$ cat config.mk
export PLATFORM = sky130hd
export DESIGN_NAME = param_loader
export DESIGN_NICKNAME = d
export VERILOG_FILES = /design/src/rtl/ploader_pkg.sv /design/src/rtl/pl_stage_shift.sv /design/src/rtl/pl_run_ctrl.sv /design/src/rtl/pl_active_bank.sv /design/src/rtl/param_loader.sv
export SDC_FILE = /design/constraint.sdc
export NUM_CORES = 1
export LEC_CHECK = 0
export BUFFER_PORTS_ARGS = -buffer_cell sky130_fd_sc_hd__buf_2
export CORE_MARGIN = 4
export CORE_UTILIZATION = 35
export CTS_BUF_LIST = sky130_fd_sc_hd__clkbuf_16
export CTS_CLUSTER_DIAMETER = 100
export DETAILED_ROUTE_END_ITERATION = 10
export HOLD_SLACK_MARGIN = 0.1
export PLACE_DENSITY = 0.63
export SLEW_MARGIN = 30
export SYNTH_ARGS = -nofsm -noshare
export SYNTH_HDL_FRONTEND = slang
export SYNTH_SLANG_ARGS = --single-unit
$ cat constraint.sdc
create_clock -name clk -period 2.4 [get_ports clk]
set_clock_uncertainty 0.1 [all_clocks]
set_input_delay 0.48 -clock clk [delete_from_list [all_inputs] [get_ports clk]]
set_output_delay 0.48 -clock clk [all_outputs]
set_load 0.01 [all_outputs]
$ cat src/rtl/ploader_pkg.sv
package ploader_pkg;

    localparam int DEF_NUM_PARAMS = 4;
    localparam int DEF_PARAM_W    = 16;

    typedef enum logic {
        RUN_IDLE   = 1'b0,
        RUN_ACTIVE = 1'b1
    } run_state_e;

endpackage

$ cat src/rtl/pl_stage_shift.sv
module pl_stage_shift #(
    parameter int NUM_PARAMS = ploader_pkg::DEF_NUM_PARAMS,
    parameter int PARAM_W    = ploader_pkg::DEF_PARAM_W
) (
    input  logic                          clk,
    input  logic                          rst_n,
    input  logic                          shift_en,
    input  logic [PARAM_W-1:0]            word_in,
    input  logic                          commit,
    output logic [NUM_PARAMS*PARAM_W-1:0] stage_flat,
    output logic                          pending,
    output logic                          aligned
);

    localparam int                CNT_W    = (NUM_PARAMS > 1) ? $clog2(NUM_PARAMS) : 1;
    localparam logic [CNT_W-1:0]  CNT_LAST = CNT_W'(NUM_PARAMS - 1);

    typedef struct packed {
        logic [NUM_PARAMS-1:0][PARAM_W-1:0] slots;
        logic [CNT_W-1:0]                   cnt;
        logic                               pending;
    } stage_t;

    stage_t st_d, st_q;

    always_comb begin
        st_d = st_q;
        if (commit) begin
            st_d.pending = 1'b0;
        end
        if (shift_en) begin
            for (int k = 0; k < NUM_PARAMS - 1; k++) begin
                st_d.slots[k] = st_q.slots[k+1];
            end
            st_d.slots[NUM_PARAMS-1] = word_in;
            if (st_q.cnt == CNT_LAST) begin
                st_d.cnt     = '0;
                st_d.pending = 1'b1;
            end else begin
                st_d.cnt = st_q.cnt + 1'b1;
            end
        end
    end

    always_ff @(posedge clk or negedge rst_n) begin
        if (!rst_n) begin
            st_q <= '0;
        end else begin
            st_q <= st_d;
        end
    end

    assign stage_flat = st_q.slots;
    assign pending    = st_q.pending;
    assign aligned    = (st_q.cnt == '0);

endmodule

$ cat src/rtl/pl_run_ctrl.sv
module pl_run_ctrl (
    input  logic clk,
    input  logic rst_n,
    input  logic pending,
    input  logic aligned,
    input  logic run_done,
    output logic commit,
    output logic run_start,
    output logic run_busy
);

    import ploader_pkg::*;

    typedef struct packed {
        run_state_e state;
        logic       start;
    } ctrl_t;

    ctrl_t ct_d, ct_q;
    logic  boundary;

    always_comb begin
        boundary = (ct_q.state == RUN_IDLE) || run_done;
        commit   = pending && aligned && boundary;
        ct_d       = ct_q;
        ct_d.start = commit;
        if (commit) begin
            ct_d.state = RUN_ACTIVE;
        end else if (ct_q.state == RUN_ACTIVE && run_done) begin
            ct_d.state = RUN_IDLE;
        end
    end

    always_ff @(posedge clk or negedge rst_n) begin
        if (!rst_n) begin
            ct_q <= '{state: RUN_IDLE, start: 1'b0};
        end else begin
            ct_q <= ct_d;
        end
    end

    assign run_start = ct_q.start;
    assign run_busy  = (ct_q.state == RUN_ACTIVE);

endmodule

$ cat src/rtl/pl_active_bank.sv
module pl_active_bank #(
    parameter int NUM_PARAMS = ploader_pkg::DEF_NUM_PARAMS,
    parameter int PARAM_W    = ploader_pkg::DEF_PARAM_W
) (
    input  logic                          clk,
    input  logic                          rst_n,
    input  logic                          load,
    input  logic [NUM_PARAMS*PARAM_W-1:0] src_flat,
    output logic [NUM_PARAMS*PARAM_W-1:0] act_flat
);

    typedef struct packed {
        logic [NUM_PARAMS-1:0][PARAM_W-1:0] regs;
    } bank_t;

    bank_t bk_d, bk_q;

    for (genvar g = 0; g < NUM_PARAMS; g++) begin : g_slot
        always_comb begin
            bk_d.regs[g] = load ? src_flat[g*PARAM_W +: PARAM_W] : bk_q.regs[g];
        end
        assign act_flat[g*PARAM_W +: PARAM_W] = bk_q.regs[g];
    end

    always_ff @(posedge clk or negedge rst_n) begin
        if (!rst_n) begin
            bk_q <= '0;
        end else begin
            bk_q <= bk_d;
        end
    end

endmodule

$ cat src/rtl/param_loader.sv
module param_loader #(
    parameter int NUM_PARAMS = ploader_pkg::DEF_NUM_PARAMS,
    parameter int PARAM_W    = ploader_pkg::DEF_PARAM_W
) (
    input  logic                          clk,
    input  logic                          rst_n,
    input  logic                          cfg_valid,
    input  logic [PARAM_W-1:0]            cfg_word,
    input  logic                          run_done,
    output logic                          run_start,
    output logic                          run_busy,
    output logic                          param_pending,
    output logic [NUM_PARAMS*PARAM_W-1:0] act_params
);

    localparam int SET_W = NUM_PARAMS * PARAM_W;

    logic [SET_W-1:0] stage_flat;
    logic             stage_pending;
    logic             stage_aligned;
    logic             commit;

    pl_stage_shift #(
        .NUM_PARAMS (NUM_PARAMS),
        .PARAM_W    (PARAM_W)
    ) u_stage (
        .clk        (clk),
        .rst_n      (rst_n),
        .shift_en   (cfg_valid),
        .word_in    (cfg_word),
        .commit     (commit),
        .stage_flat (stage_flat),
        .pending    (stage_pending),
        .aligned    (stage_aligned)
    );

    pl_run_ctrl u_ctrl (
        .clk       (clk),
        .rst_n     (rst_n),
        .pending   (stage_pending),
        .aligned   (stage_aligned),
        .run_done  (run_done),
        .commit    (commit),
        .run_start (run_start),
        .run_busy  (run_busy)
    );

    pl_active_bank #(
        .NUM_PARAMS (NUM_PARAMS),
        .PARAM_W    (PARAM_W)
    ) u_bank (
        .clk      (clk),
        .rst_n    (rst_n),
        .load     (commit),
        .src_flat (stage_flat),
        .act_flat (act_params)
    );

    assign param_pending = stage_pending;

endmodule

==> Yosys cells after proc, flatten, opt, wreduce, memory -nomap -nowiden <==
Cells that the tools add are included.
{ "classes": {"n_reduce_logical": 6, "muxes": 6, "bitwise_logic": 1, "n_eq_ne": 1, "n_addsub": 1} }
{ "ops": {"columns": ["operator", "n"], "rows": [
  ["two-way mux 1 bit", 5],
  ["logical AND 1 bit", 3],
  ["adder 2 x 1 -> 2 bit, second input constant", 1],
  ["equality test 2 bit, second input constant", 1],
  ["zero test 2 bit", 1],
  ["two-way mux 2 bit", 1],
  ["nonzero test 2 bit", 1],
  ["logical OR 1 bit", 1],
  ["inverter 1 bit", 1]
]} }
{ "totals": {"output_inout_bits": 67, "register_bits": 133, "wordCells": 27, "inputBits": 20} }

==> Longest topological paths before layout <==
Gate-level depths: netlist (run 1).
{ "logic_depth": {"depth_word": 6, "ltp_mapped": 7, "depth_no_buf": 5} }

==> Cells and area by module <==
A second synthesis (run 1) with hierarchy kept.
{ "hier_totals": {"cells_unflattened": 356, "hier_area_um2": 5784.3} }
{ "modules_own_cells": {"columns": ["module", "n_inst", "area_each_um2", "cells_per_inst", "seq_area_each_um2"], "rows": [
  ["pl_stage_shift", 1, 3026.7, 214, 1676.6],
  ["pl_active_bank", 1, 2678.8, 135, 1601.5],
  ["pl_run_ctrl", 1, 78.8, 7, 50.0]
]} }

==> Least setup slack after synthesis (run 1) <==
No wires, ideal clock.
{ "synth_timing": {"path_type": "reg2reg", "from": "register u_stage.st_q[1] (netlist bit)", "to": "register u_bank.bk_q (netlist bit u_bank.act_flat[0])", "path_slack_ns": 0.783, "t_arrival_ns": 1.392, "t_required_ns": 2.175, "path_stages_with_launch": 8, "period_less_slack_ns": 1.617, "path_cell_list": "dfrtp_1 > inv_1 > ha_1 > nand2_2 > nor2b_4 > buf_12 > buf_12 > mux2_4"} }
{ "synth_via": {"elab_chain_len": 3} }
{ "synth_rtl": {"columns": ["element", "line_no", "rtl"], "rows": [
  ["from (decl)", "pl_stage_shift.sv:24", "stage_t st_d, st_q;"],
  ["from (signal assigned)", "pl_stage_shift.sv:49", "st_q <= st_d;"],
  ["zero test 2 bit", "pl_stage_shift.sv:55", "assign aligned = (st_q.cnt == '0);"],
  ["logical AND 1 bit (2 in series)", "pl_run_ctrl.sv:24", "commit = pending && aligned && boundary;"],
  ["to (signal assigned)", "pl_active_bank.sv:29", "bk_q <= bk_d;"],
  ["to (decl)", "pl_active_bank.sv:16", "bank_t bk_d, bk_q;"]
]} }
No other way between the ends.
A chain may end at the register's enable or synchronous reset.

==> Worst setup path in the final report (run 1) <==
{ "layout_timing": {"from": "register u_stage.st_q[1] (netlist bit)", "to": "register u_bank.bk_q (netlist bit u_bank.act_flat[32])"} }
Same word-level chain as after synthesis.

==> results of run 1 <==
==> through the flow <==
stage | utilization, % | std cells | total power [mW] | instance area (sq um)
6_report | 43.6 | 582 | 8.22 | 6360
3_3_place_gp | 39.8 | 550 | 5.84 | 5800
2_1_floorplan | - | 291 | 5.05 | 5230
4_1_cts | 43.6 | 582 | 8.36 | 6360
5_1_grt | 43.6 | 582 | 8.69 | 6360
3_5_place_dp | 39.8 | 550 | 5.91 | 5800
==> critical path: cells and delay by family, from the launching register on <==
kind,cells,cell delay (ns)
and+or+nand+nor,2,0.22
muxes,1,0.39
DFF,1,0.40
adders and majority gates,1,0.18
buffers and inverters,2,0.48
==> worst max-delay path by stage <==
| stage | start | end | cells past startpoint |
|---|---|---|---|
| 2_1_floorplan | u_stage.st_q[1] | u_bank.act_flat[0] | 7 |
| 3_3_place_gp | run_done | u_bank.act_flat[33] | 5 |
| 3_5_place_dp | u_stage.st_q[1] | u_bank.act_flat[36] | 6 |
| 4_1_cts | u_stage.st_q[1] | u_bank.act_flat[36] | 6 |
| 5_1_grt | u_stage.st_q[1] | u_bank.act_flat[33] | 6 |
| 6_report | u_stage.st_q[1] | u_bank.act_flat[32] | 6 |
==> cell families after synthesis <==
family | after synthesis
compound gates | 3
flops | 133
simple gates | 8
buf+inv | 17
fa+ha+maj | 2
mux | 128
==> state kept, by name, indices dropped and copies added, names as in the netlist <==
| register | flops |
|---|---|
| u_ctrl.run_start | 1 |
| u_bank.act_flat | 64 |
| u_ctrl.run_busy | 1 |
| u_stage.pending | 1 |
| u_stage.stage_flat | 64 |
| u_stage.st_q | 2 |
==> power by group <==
part	switching, mW	internal [mW]	leakage [nW]
sequential	0.473	3.02	1.59
clock	0.902	1.49	0.269
combinational	0.949	1.39	1.12
==> per-layer routing <==
| layer | wire [um] | GRT usage, % |
|---|---|---|
| met1 | 4630 | 17.0 |
| met5 | 0 | 0 |
| met4 | 201 | 5.62 |
| met3 | 393 | 3.36 |
| met2 | 4130 | 16.4 |
==> placed cells by master, fill, tap and decap left out, drive strengths merged <==
cell	instances
clkbuf	17
inv	4
nand2b	1
o21ai	2
clkinvlp	3
nand2	5
buf	90
nor2b	1
dfrtp	133
ha	2
mux2	128
nor2	1
bufinv	2
clkinv	7
a22o	1
dlygate4sd3	1
==> cells in the mapped netlist (all sizes together) <==
cell and count:
nor2b 1, nand2b 1, ha 2, o21ai 2, inv 2, buf 15, a22o 1, nor2 1
nand2 5, dfrtp 133, mux2 128
==> layout make-up <==
type	count	area, sq um	share of cell area [%]
clock buffer	17	425	6.69
clock inverter	14	121	1.91
inverter	2	7.51	0.118
multi-input combinational	141	1720	27.1
sequential	133	3330	52.3
tap	184	230	3.62
timing repair buffer	91	527	8.28
==> results.cfg, run 1 <==
[cells_and_area]
nNetsFinal = 408
drive_above_1_share_pct = 60.8
area_growth_pct = 21.7
fillCellCount = 1282
n_antenna_cell = 0

[timing]
worst_slack_ns = 0.415
final_max_slew_viol_count = 0
worstMarginPinSlew_ns = 0.528
slew_headroom_pct = 64.8
finalCritPeriodShare_pct = 82.7
setup_viol_count_final = 0
timing.fmax_ghz = 0.504
grt_setup_unrepaired = no
final-hold-violation-count = 0
finalSetupTns_ns = 0
hold_slack_ns = 0.206
period_needed_ns = 1.98

[logic_synthesis]
synth-compound-area-share_pct = 0.359
ys_warn_count = 0
synthMuxAreaShare_pct = 31.1
synthDominantCellAreaShare_pct = 63.7
synth_area_sq_um = 5230
synth_top_area_cell = dfrtp_1
synthAdderAreaFrac_pct = 0.479
synth_cell_types = 16
synth-xor-area-share_pct = 0
synthesis.nets = 313
ys_ff_latch = 133
syn_area_per_cell_sq_um = 18.0
synth_cells = 291
synth-simple-area-share_pct = 1.01
synthTopCellsByArea = dfrtp_1 (64%), mux2_2 (16%), mux2_4 (14%)
yosysSeqAreaShare_pct = 63.7
synth_top_family_by_area = multiplexers

[setup_path]
cp.arrival_ns = 2.17
critPathSlowestCell = dfrtp_1
reg2reg_from = u_stage.st_q[1]
slowest_delay_ns = 0.40
cp-end-kind = register
r2r_cells = 6
crit_path_start_kind = register
crit_chain = inv_1 > ha_1 > nand2_2 > nor2b_4 > buf_12 > mux2_2
crit_fanout = 65
path_class = reg -> reg
ff2ff_setup_slack_ns = 0.42
worstPathRequired_ns = 2.58
r2r-end = u_bank.act_flat[32]

[floorplanning]
die_h_um = 130
initial_core_util_pct = 35.8
fp.dieArea_sq_um = 17000
row_count = 44
core-area_sq_um = 14600
dieWidth_um = 130
num_io_pins = 87

[hold_path]
min_to = u_stage.stage_flat[48]
hold_depth = 2
hold_start = cfg_word[0]
hp-class = in -> reg

[placed_design]
portBuffers = 86
place_hpwl_mm = 5.92
post-place-ws_ns = 0.458
place_congestion = 0.757

[drt]
via_per_inst = 4.60
routedWlPerCell_um = 16.1
ant_nets = 0
drt_iter0_markers = 104
firstDrtPassIters = 4
finalWirelength_mm = 9.36
drc_errors = 0
vias = 2675

[grt]
grt_max_degree = 70
grt_pass1_vias = 2911
grt_usage_pct = 11.8
grt_pass1_wl_mm = 15.4
overflow = 0
antenna_found_initial = 0

[power_and_ir_drop]
leakagePower_nw = 2.97
p_per_area_nw_per_um2 = 1290
peakVddDrop_v = 0.000459

[clock_tree]
clock_sinks = 133
clk_pin_slew_ns = 0.06
htree_levels = 4
postCtsHoldBufs = 1
clkLatencyLatePin_ns = 0.40
cts_tree = built
cts_buffers = 17
cts_root_buf = clkbuf_16
cts_post_setup_buffers_inserted = 0
cts_resized = 0
cts_buffer_depth = 2

[run]
maxCapViolCount = 0

[status]
status = finished clean
Power figures use the tool's default switching activity.
==> run 2: changes to the inputs <==
- clock period: 2.4 -> 1.92 ns (I/O delays scaled with it)
==> run 2 against run 1 <==
Against the previous run: maximum frequency grew 9.6%; via count grew 0.82%; sequential share of layout area shrank 1.9 points; final area grew 3.7%; first-iteration DRC count shrank 22%.
==> results.cfg, run 2 (synthesis results as in run 1) <==
[status]
status = finished clean

[power_and_ir_drop]
p_per_area_nw_per_um2 = 1610
peakVddDrop_v = 0.000632
leakagePower_nw = 3.06

[placed_design]
place_congestion = 0.747
portBuffers = 86
place_hpwl_mm = 6.11

[floorplanning]
initial_core_util_pct = 35.8
core-area_sq_um = 14600
fp.dieArea_sq_um = 17000
row_count = 44
die_h_um = 130
num_io_pins = 87
dieWidth_um = 130

[setup_path]
reg2reg_from = u_stage.st_q[1]
crit_fanout = 34
cp.arrival_ns = 2.00
path_class = reg -> reg
startpoint = u_stage.st_q[1]
crit_path_start_kind = register
slowest_delay_ns = 0.40
cp-end-kind = register
crit_chain = inv_1 > ha_1 > nand2_2 > nor2b_4 > buf_12 > mux2_2
critPathSlowestCell = dfrtp_1
worstPathRequired_ns = 2.11

[drt]
vias = 2697
wl_met2_mm = 4.39
routedWlPerCell_um = 15.9
ant_nets = 0
met1_length_mm = 4.56
drt_iter0_markers = 81
top_layer = met4
via_per_inst = 4.50
finalWirelength_mm = 9.54
firstDrtPassIters = 4
routed-wl-met3_um = 370
drc_errors = 0

[clock_tree]
clkLatencyLatePin_ns = 0.40
clock_sinks = 133
clk_pin_slew_ns = 0.06
cts_post_setup_buffers_inserted = 0
cts_buffers = 17
postCtsHoldBufs = 15
cts_tree = built
htree_levels = 4
cts_buffer_depth = 2
cts_root_buf = clkbuf_16
cts_resized = 0

[timing]
worstMarginPinSlew_ns = 0.388
finalCritPeriodShare_pct = 94.3
final_max_slew_viol_count = 0
hold_slack_ns = 0.125
period_needed_ns = 1.81
grt_setup_unrepaired = no
setup_viol_count_final = 0
slew_headroom_pct = 74.2
finalSetupTns_ns = 0
timing.fmax_ghz = 0.552
final-hold-violation-count = 0

[grt]
grt_pass1_wl_mm = 15.7
antenna_found_initial = 0
grt_pass1_vias = 2912
overflow = 0
grt_usage_pct = 12.2
grt_max_degree = 70

[cells_and_area]
layout_commonest_cell = dfrtp_1
area_growth_pct = 26.2
final_cell_mix = dfrtp_1 (133), buf_2 (85), mux2_2 (74), mux2_4 (49), clkbuf_16 (17)
nNetsFinal = 424
n_antenna_cell = 0
fillCellCount = 1288
drive_above_1_share_pct = 59.0

[hold_path]
hp-class = in -> reg
hold_start = cfg_word[4]

[run]
maxCapViolCount = 0
==> run 2: cell count changes in the layout (fill, tap and decap cells not counted), moves of 2 or more <==
cell	before	now
dlygate4sd3_1	1	15
clkinv_2	4	0
clkinv_4	0	3
bufinv_16	2	4
clkinv_1	3	5
inv_1	4	2
==> run 2: worst paths after layout <==
path,slack [ns],to,cells after the start
min in group asynchronous,0.28,u_bank.act_flat[44],2
worst max register to register,0.11,u_bank.act_flat[31],6
worst min register to register,0.40,u_bank.act_flat[4],1
max in group asynchronous,0.87,u_stage.stage_flat[55],3
worst min-delay path,0.12,u_stage.stage_flat[52],2
worst max-delay path,0.11,u_bank.act_flat[31],6
==> run 2: report_power, final <==
| part | switching [mW] | leakage [nW] | internal [mW] | total, mW |
|---|---|---|---|---|
| sequential | 0.600 | 1.59 | 3.77 | 4.37 |
| clock | 1.17 | 0.287 | 2.15 | 3.33 |
| combinational | 1.18 | 1.19 | 1.77 | 2.95 |
| total | 2.95 | 3.06 | 7.70 | 10.6 |
==> run 2: metal layers <==
metal,global-route usage (%),vias up
li1,-,1245
met1,16.6,1377
met2,17.5,58
met3,3.85,17
met4,6.48,0
met5,0,-
==> run 2: area by class of cell <==
type / count / area, sq um / area share [%]
clock buffers: 17 / 425 / 6.45
clock inverters: 15 / 188 / 2.85
inverters: 2 / 7.51 / 0.114
multi-input cells: 141 / 1720 / 26.1
flip-flops and latches: 133 / 3330 / 50.5
well taps: 184 / 230 / 3.49
repair buffers: 107 / 694 / 10.5
==> run 2: metrics by stage <==
step	area, sq um	worst slack, ns	power [mW]	utilization (%)	cells
6_report	6600	0.109	10.6	45.2	599
5_1_grt	6600	0.0139	11.3	45.2	599
3_5_place_dp	5830	0.113	7.41	40.0	552
2_1_floorplan	5230	0.303	6.31	-	291
4_1_cts	6600	0.110	10.8	45.2	599
3_3_place_gp	5830	0.185	7.30	40.0	552
==> run 2: critical path: cells and delay by family, from the launching register on <==
| kind | cells | cell delay [ns] |
|---|---|---|
| multiplexers | 1 | 0.37 |
| buffers and inverters | 2 | 0.35 |
| flip-flops | 1 | 0.40 |
| adder cells (fa/ha/maj) | 1 | 0.18 |
| AND/OR/NAND/NOR | 2 | 0.25 |
